## src/rtl/nbf_pkg.sv

```systemverilog
// Package: shared types for the night background fusion block.
// Assumes: markers are single bits; the tag travels unchanged down the pipe.
package nbf_pkg;
    typedef struct packed {
        logic sof;
        logic eol;
        logic err;
    } nbf_tag_t;

    localparam int TAG_W = $bits(nbf_tag_t);
endpackage

```

## src/rtl/nbf_luma.sv

```systemverilog
// Module: nbf_luma
// Purpose: weighted RGB to grey conversion, purely combinational.
// Assumes: channels packed R (high) G B (low); result clamps at channel max.
module nbf_luma #(
    parameter int CHAN_W = 8,
    parameter int WR     = 77,
    parameter int WG     = 150,
    parameter int WB     = 29,
    parameter int SHIFT  = 8
) (
    input  logic [3*CHAN_W-1:0] rgb,
    output logic [CHAN_W-1:0]   grey
);
    localparam int SUM_W = CHAN_W + 14;
    localparam logic [CHAN_W-1:0] MAXV = '1;

    logic [SUM_W-1:0] acc;
    logic [SUM_W-1:0] scaled;

    // Weighted sum, scale down and clamp to channel range.
    always_comb begin
        acc = SUM_W'(rgb[3*CHAN_W-1:2*CHAN_W]) * SUM_W'(WR)
            + SUM_W'(rgb[2*CHAN_W-1:CHAN_W])   * SUM_W'(WG)
            + SUM_W'(rgb[CHAN_W-1:0])          * SUM_W'(WB);
        scaled = acc >> SHIFT;
        grey = (scaled > SUM_W'(MAXV)) ? MAXV : scaled[CHAN_W-1:0];
    end
endmodule

```

## src/rtl/nbf_fg_detect.sv

```systemverilog
// Module: nbf_fg_detect
// Purpose: clamped dark-level removal followed by a strict threshold test.
// Assumes: unsigned pixel values of equal width.
module nbf_fg_detect #(
    parameter int CHAN_W = 8
) (
    input  logic [CHAN_W-1:0] grey,
    input  logic [CHAN_W-1:0] dark,
    input  logic [CHAN_W-1:0] thresh,
    output logic              fg
);
    logic [CHAN_W-1:0] lifted;

    // Subtract the dark level without wrapping, then compare.
    always_comb begin
        lifted = (grey > dark) ? (grey - dark) : '0;
        fg     = lifted > thresh;
    end
endmodule

```

## src/rtl/nbf_pipe_reg.sv

```systemverilog
// Module: nbf_pipe_reg
// Purpose: one pipeline stage with a valid bit, advanced by a shared enable.
// Assumes: en is common to all stages, so a stall freezes the whole pipe.
module nbf_pipe_reg #(
    parameter int W = 8
) (
    input  logic         clk,
    input  logic         rst_n,
    input  logic         en,
    input  logic         in_valid,
    input  logic [W-1:0] in_data,
    output logic         out_valid,
    output logic [W-1:0] out_data
);
    // Capture the stage contents when the pipe advances.
    always_ff @(posedge clk) begin
        if (!rst_n) begin
            out_valid <= 1'b0;
            out_data  <= '0;
        end else if (en) begin
            out_valid <= in_valid;
            out_data  <= in_data;
        end
    end
endmodule

```

## src/rtl/night_bg_fuse.sv

```systemverilog
// Module: night_bg_fuse (top)
// Purpose: replaces the dark night background with a daytime reference
//          and keeps night objects, three register stages deep.
// Assumes: both inputs describe the same pixel position on each consumed
//          pair; dark_level and fg_thresh change only while the pipe is idle.
module night_bg_fuse
    import nbf_pkg::*;
#(
    parameter int CHAN_W = 8,
    parameter int WR     = 77,
    parameter int WG     = 150,
    parameter int WB     = 29,
    parameter int SHIFT  = 8
) (
    input  logic                clk,
    input  logic                rst_n,
    input  logic                nt_valid,
    output logic                nt_ready,
    input  logic [3*CHAN_W-1:0] nt_rgb,
    input  logic                nt_sof,
    input  logic                nt_eol,
    input  logic                rf_valid,
    output logic                rf_ready,
    input  logic [CHAN_W-1:0]   rf_pix,
    input  logic                rf_sof,
    input  logic                rf_eol,
    input  logic [CHAN_W-1:0]   dark_level,
    input  logic [CHAN_W-1:0]   fg_thresh,
    output logic                out_valid,
    input  logic                out_ready,
    output logic [CHAN_W-1:0]   out_pix,
    output logic                out_fg,
    output logic                out_sof,
    output logic                out_eol,
    output logic                out_err
);
    localparam int S1_W = 2*CHAN_W + TAG_W;
    localparam int S2_W = 2*CHAN_W + 1 + TAG_W;
    localparam int S3_W = CHAN_W + 1 + TAG_W;

    logic              advance;
    logic              take;
    logic [CHAN_W-1:0] grey_in;
    nbf_tag_t          tag_in;

    logic              s1_v, s2_v, s3_v;
    logic [S1_W-1:0]   s1_d;
    logic [S2_W-1:0]   s2_d;
    logic [S3_W-1:0]   s3_d;

    logic [CHAN_W-1:0] s1_grey, s1_ref, s2_grey, s2_ref;
    nbf_tag_t          s1_tag, s2_tag, s3_tag;
    logic              s2_fg_in, s2_fg;
    logic [CHAN_W-1:0] fused;

    // Shared advance: the pipe moves unless a held output is refused.
    always_comb begin
        advance  = !s3_v || out_ready;
        take     = advance && nt_valid && rf_valid;
        nt_ready = advance && rf_valid;
        rf_ready = advance && nt_valid;
    end

    nbf_luma #(.CHAN_W(CHAN_W), .WR(WR), .WG(WG), .WB(WB), .SHIFT(SHIFT)) u_luma (
        .rgb  (nt_rgb),
        .grey (grey_in)
    );

    // Marker bookkeeping for the pair entering the pipe.
    always_comb begin
        tag_in.sof = nt_sof;
        tag_in.eol = nt_eol;
        tag_in.err = (nt_sof != rf_sof) || (nt_eol != rf_eol);
    end

    nbf_pipe_reg #(.W(S1_W)) u_s1 (
        .clk(clk), .rst_n(rst_n), .en(advance),
        .in_valid(take), .in_data({grey_in, rf_pix, tag_in}),
        .out_valid(s1_v), .out_data(s1_d)
    );

    // Unpack stage one.
    always_comb begin
        {s1_grey, s1_ref, s1_tag} = s1_d;
    end

    nbf_fg_detect #(.CHAN_W(CHAN_W)) u_det (
        .grey   (s1_grey),
        .dark   (dark_level),
        .thresh (fg_thresh),
        .fg     (s2_fg_in)
    );

    nbf_pipe_reg #(.W(S2_W)) u_s2 (
        .clk(clk), .rst_n(rst_n), .en(advance),
        .in_valid(s1_v), .in_data({s1_grey, s1_ref, s2_fg_in, s1_tag}),
        .out_valid(s2_v), .out_data(s2_d)
    );

    // Unpack stage two and choose the fused pixel.
    always_comb begin
        {s2_grey, s2_ref, s2_fg, s2_tag} = s2_d;
        fused = s2_fg ? s2_grey : s2_ref;
    end

    nbf_pipe_reg #(.W(S3_W)) u_s3 (
        .clk(clk), .rst_n(rst_n), .en(advance),
        .in_valid(s2_v), .in_data({fused, s2_fg, s2_tag}),
        .out_valid(s3_v), .out_data(s3_d)
    );

    // Drive the output port from stage three.
    always_comb begin
        {out_pix, out_fg, s3_tag} = s3_d;
        out_valid = s3_v;
        out_sof   = s3_tag.sof;
        out_eol   = s3_tag.eol;
        out_err   = s3_tag.err;
    end
endmodule

```

## config.mk

```make
export PLATFORM = sky130hd
export DESIGN_NAME = night_bg_fuse
export DESIGN_NICKNAME = d
export VERILOG_FILES = /design/src/rtl/nbf_pkg.sv /design/src/rtl/nbf_luma.sv /design/src/rtl/nbf_fg_detect.sv /design/src/rtl/nbf_pipe_reg.sv /design/src/rtl/night_bg_fuse.sv
export SDC_FILE = /design/constraint.sdc
export NUM_CORES = 1
export LEC_CHECK = 0
export BUFFER_PORTS_ARGS = -buffer_cell sky130_fd_sc_hd__clkbuf_2
export CELL_PAD_IN_SITES_DETAIL_PLACEMENT = 0
export CELL_PAD_IN_SITES_GLOBAL_PLACEMENT = 2
export CORE_MARGIN = 1.5
export CORE_UTILIZATION = 41
export CTS_BUF_LIST = sky130_fd_sc_hd__clkbuf_8
export CTS_CLUSTER_SIZE = 12
export DETAILED_ROUTE_END_ITERATION = 16
export GPL_ROUTABILITY_DRIVEN = 0
export GPL_TIMING_DRIVEN = 0
export PLACE_DENSITY_LB_ADDON = 0.1
export SYNTH_ARGS = -nofsm -noshare
export SYNTH_HDL_FRONTEND = slang
export SYNTH_SLANG_ARGS = --single-unit
```

## constraint.sdc

```tcl
create_clock -name clk -period 19.2 [get_ports clk]
set_input_delay 3.84 -clock clk [delete_from_list [all_inputs] [get_ports clk]]
set_output_delay 3.84 -clock clk [all_outputs]
set_load 0.02 [all_outputs]
```

* Word-level counts from Yosys, hierarchy flattened
Cells that the tools add are included.
** Storage, ports and cells
- Bits in registers :: 54
- Bits of input ports :: 57
- Logic and storage cells :: 26
** Cells by class
- Add/subtract/negate cells :: 3
- Multiply operators :: 3
- Order comparisons :: 3
- Eq/ne operators :: 2
- Multiplexer cells :: 3
- Reduce and logical (&&, ||, !) cells :: 6
** Operators with widths (count)
- 8-bit by 7-bit multiplier with 15-bit output (second input constant) :: 2
- 8-bit 2-to-1 mux :: 3
- 22-bit by 13-bit adder with 22-bit output :: 1
- 15-bit by 16-bit adder with 17-bit output :: 1
- 8-bit > comparator :: 2
- 14-bit by 8-bit > comparator with 1-bit output (second input constant) :: 1
- 8-bit by 5-bit multiplier with 13-bit output (second input constant) :: 1
- 8-bit subtractor :: 1
- 1-bit logical AND :: 3
- 1-bit logical OR :: 2
- 1-bit inequality test :: 2
- 1-bit zero test :: 1

* Logic depth before layout (Yosys ltp)
- Word-level depth :: 5
- Gate-level depth with buffers :: 31

* Modules after synthesis
Synthesis repeated with hierarchy kept, for this count alone.
** Second synthesis, totals
- Cells, all modules :: 598
- Area, all modules :: 5995.8 µm²
** Modules (own cells, without submodules)
- nbf_luma :: times used 1, cells an instance 323, area an instance 3125.5 µm², seq. area each 0.0 µm²
- nbf_pipe_reg at u_s2 :: times used 1, cells an instance 68, area an instance 820.8 µm², seq. area each 420.4 µm²
- nbf_pipe_reg at u_s1 :: times used 1, cells an instance 64, area an instance 755.7 µm², seq. area each 400.4 µm²
- nbf_fg_detect :: times used 1, cells an instance 85, area an instance 609.3 µm², seq. area each 0.0 µm²
- nbf_pipe_reg at u_s3 :: times used 1, cells an instance 42, area an instance 506.7 µm², seq. area each 260.2 µm²
- night_bg_fuse :: times used 1, cells an instance 16, area an instance 177.7 µm², seq. area each 0.0 µm²

* Worst setup path after synthesis
No wires, ideal clock.
- Path type :: in2reg
- From :: input port nt_rgb[10]
- To :: register u_s1.out_data[17]
- Arrival :: 10.664 ns
- Required time :: 19.084 ns
- Path slack :: 8.420 ns
- Cell stages on the path :: 27
- Cell sequence :: ha_1 -> ha_1 -> inv_1 -> fa_1 -> inv_1 -> ha_1 -> o21a_1 -> or2_2 -> xnor2_1 -> fa_1 -> fa_1 -> inv_1 -> fa_1 -> ha_1 -> a21oi_1 -> o21ai_0 -> xnor2_1 -> fa_1 -> fa_1 -> inv_1 -> ha_1 -> and3_1 -> a221oi_2 -> o2bb2ai_1 -> o31ai_1 -> or3_1 -> o211a_1
** Between the ends
- Word-level cells in the longest chain between the ends :: 5
** Ends and longest elaborated chain
- start, declared :: RTL line night_bg_fuse.sv:19 : input logic [3*CHAN_W-1:0] nt_rgb,
- 8-bit by 7-bit multiplier with 15-bit output * :: RTL line nbf_luma.sv:23 : + SUM_W'(rgb[2*CHAN_W-1:CHAN_W]) * SUM_W'(WG)
- 15-bit by 16-bit adder with 17-bit output * :: RTL line nbf_luma.sv:23
- 22-bit by 13-bit adder with 22-bit output * :: RTL line nbf_luma.sv:24 : + SUM_W'(rgb[CHAN_W-1:0]) * SUM_W'(WB);
- 14-bit by 8-bit > comparator with 1-bit output :: RTL line nbf_luma.sv:26 : grey = (scaled > SUM_W'(MAXV)) ? MAXV : scaled[CHAN_W-1:0];
- 8-bit 2-to-1 mux * :: RTL line nbf_luma.sv:26
- end signal, assigned :: RTL line nbf_pipe_reg.sv:22 : out_data <= in_data;
- end, declared :: RTL line nbf_pipe_reg.sv:13 : output logic [W-1:0] out_data
Every way passes the cells marked *; elsewhere a longest branch is shown, timed or not.
A chain may end at the register's enable or synchronous reset.

* Final worst setup path
Ends and elaborated chain as after synthesis.

==> results.ini <==
[run_status]
run_status=complete, no violations

[clocking]
clockRootBuffer=clkbuf_8
ctsHtreeMaxLevel=2
cts_tree=done
cts.path.max_buffers=2
clkLatencyLatePin_ns=0.30
clk_pin_slew_ns=0.09
numCtsBuffers=5
ctsHoldBuffers=0
ctsResizeCount=0
post_cts_buffers=0
cts_sinks=54

[worst_setup_path]
reg2reg_slack_ns=15.56
crit_fanout=6
critical_path_class=in2reg
cp.arrival_ns=11.47
cp-start-kind=input port
required_ns=19.40
r2r_cells=17
end_kind=flip-flop

[synth]
synth_edf_count=0
synth_top_area_share_pct=24.6
avgSynthCellArea_um2=8.68
syn_area_um2=6310
yosys_warnings=0
syn_inst=727
ys_ff_latch=54
synth_area_leaders=ha_1 (25%), dfxtp_1 (17%), fa_1 (15%)
synth_ff_type=dfxtp_1
ys_async_sr_fraction_pct=0
syn_nets=954
synth_top_area_cell=ha_1
ys_types=55
yosysSeqAreaShare_pct=17.1

[floorplan]
die_h_um=127
rows=45
initial_utilization_pct=41.7
dieArea_um2=16100
core-area_um2=15100
pin_count=72
die_w_um=127

[placement]
dpl.hpwl_mm=11.6
port_buffers=70

[grt]
grt_pass1_vias=5089
grt.overflow.total=0
grt_max_degree=15
grt_pass1_wl_mm=23.2
antenna_found_initial=0
track_usage_pct=17.4

[sta]
setup_violations=0
timing_hold_violations_final=0
fmax_mhz=88.7
final.setup.tns_ns=0
rsz0062_at_grt=false
slew_viol_final=0
skew_ns=0.00670
relSlewSlack_pct=52.0
fin_crit_sh_pct=58.7
worst_pin_slew_ns=0.720
layout_min_cycle_time_ns=11.27

[finish]
final_nets=1031
syn2layout_area_growth_pct=10.5
seq_area_um2=1080
drive_above_1_share_pct=11.4
multi_input_area_um2=4650
n_fill_cell=1561
insertedDiodeCount=0

[drt]
ant_nets=0
drt_iter0_drc=112
vias=5036
drtPass1Iterations=4
drc_errors=0
wl_mm=13.2
via_per_inst=5.08
post_drt_wl_per_cell_um=13.3

[worst_hold_path]
hp-class=reg2reg
hold_depth=2

[flow_run]
cap_violations=0

-- Yosys cell counts, drive strengths merged (3+ instances only) --
cell    instances
clkbuf         13
a31oi           5
a311oi          3
xnor2          19
a31o            3
o221ai          3
ha            124
fa             46
xor2           10
and2            4
nand3          10
nand2          89
nor2           23
mux2i           9
nor2b           4
inv           134
a211oi          5
a21boi         37
buf             5
a211o           3
nand2b          3
o211a          11
o31ai           3
a21oi          25
a21o           10
nor3            9
o21ai          17
or2             5
o21a           16
dfxtp          54
-- per-stage QoR --
| stage | instance area (um2) | utilization [%] | hold WS [ns] | std cells | worst slack [ns] |
|---|---|---|---|---|---|
| 2_1_floorplan | 6310 | - | 0.440 | 727 | 8.42 |
| 3_3_place_gp | 6900 | 45.5 | 0.449 | 985 | 7.65 |
| 3_5_place_dp | 6900 | 45.5 | 0.459 | 985 | 7.58 |
| 4_1_cts | 6970 | 46.0 | 0.473 | 992 | 7.90 |
| 5_1_grt | 6970 | 46.0 | 0.494 | 992 | 7.46 |
| 6_report | 6970 | 46.0 | 0.468 | 992 | 7.93 |
-- metal layers --
| metal | vias to the layer above | share of wire, % | GRT usage, % |
|---|---|---|---|
| met5 | - | 0 | 0 |
| met4 | 0 | 0.90 | 3.34 |
| met3 | 11 | 2.0 | 1.13 |
| met2 | 64 | 50 | 32.1 |
| met1 | 2366 | 47 | 22.5 |
| li1 | 2595 | - | - |
-- cell families after synthesis --
group | share of synthesized area [%]
compound gates | 18.5
xor+xnor | 4.02
simple gates | 10.5
fa+ha+maj | 39.2
buf+inv | 9.22
mux | 1.43
flops | 17.1
-- registers in the layout, indices dropped and copies added, names as in the netlist --
signal,flops
u_s2.out_data,20
u_s1.out_data,19
u_s3.out_data,12
u_s1.out_valid,1
u_s2.out_valid,1
u_s3.out_valid,1
-- critical path, stage by stage --
cell	delay [ns]
clkbuf_2	0.14
ha_1	0.31
ha_1	0.27
inv_1	0.05
fa_1	0.50
inv_1	0.04
ha_1	0.32
o21a_1	0.13
or2_2	0.28
xnor2_1	0.24
fa_1	0.48
fa_1	0.49
inv_1	0.05
fa_1	0.47
ha_1	0.36
a21oi_1	0.22
o21ai_0	0.14
xnor2_1	0.23
fa_1	0.48
fa_1	0.54
inv_1	0.04
ha_1	0.32
and3_1	0.23
a221oi_2	0.09
o2bb2ai_1	0.17
o31ai_1	0.45
nand2_1	0.28
o211a_1	0.27
-- path summary, 6_finish.rpt --
check | from | end
max | nt_rgb[10] | u_s1.out_data[17]$_SDFFE_PN0N_
min | u_s3.out_data[3]$_SDFFE_PN0N_ | u_s3.out_data[3]$_SDFFE_PN0N_
max reg2reg | u_s1.out_data[11]$_SDFFE_PN0N_ | u_s2.out_data[3]$_SDFFE_PN0N_
min reg2reg | u_s3.out_data[3]$_SDFFE_PN0N_ | u_s3.out_data[3]$_SDFFE_PN0N_
-- cells in the final DEF (no fill, tap or decap), drive strengths merged, types with 16 or more instances in the layout --
cell type	instances
dfxtp	54
inv	136
fa	46
nor2	23
ha	124
nand2	89
clkbuf	88
o21ai	17
o21a	16
a21boi	37
a21oi	25
xnor2	19
-- final cells by class --
type                       count  area share (%)
timing repair buffer          70            5.02
inverter                     134            7.21
tap                          188            3.37
multi-input combinational    521            66.7
sequential                    54            15.5
clock buffer                   5           0.987
buffer                        18            1.13
clock inverter                 2           0.108
Power is not shown: default switching activity piles up to over one toggle a cycle in this logic, so the estimate is an artifact.
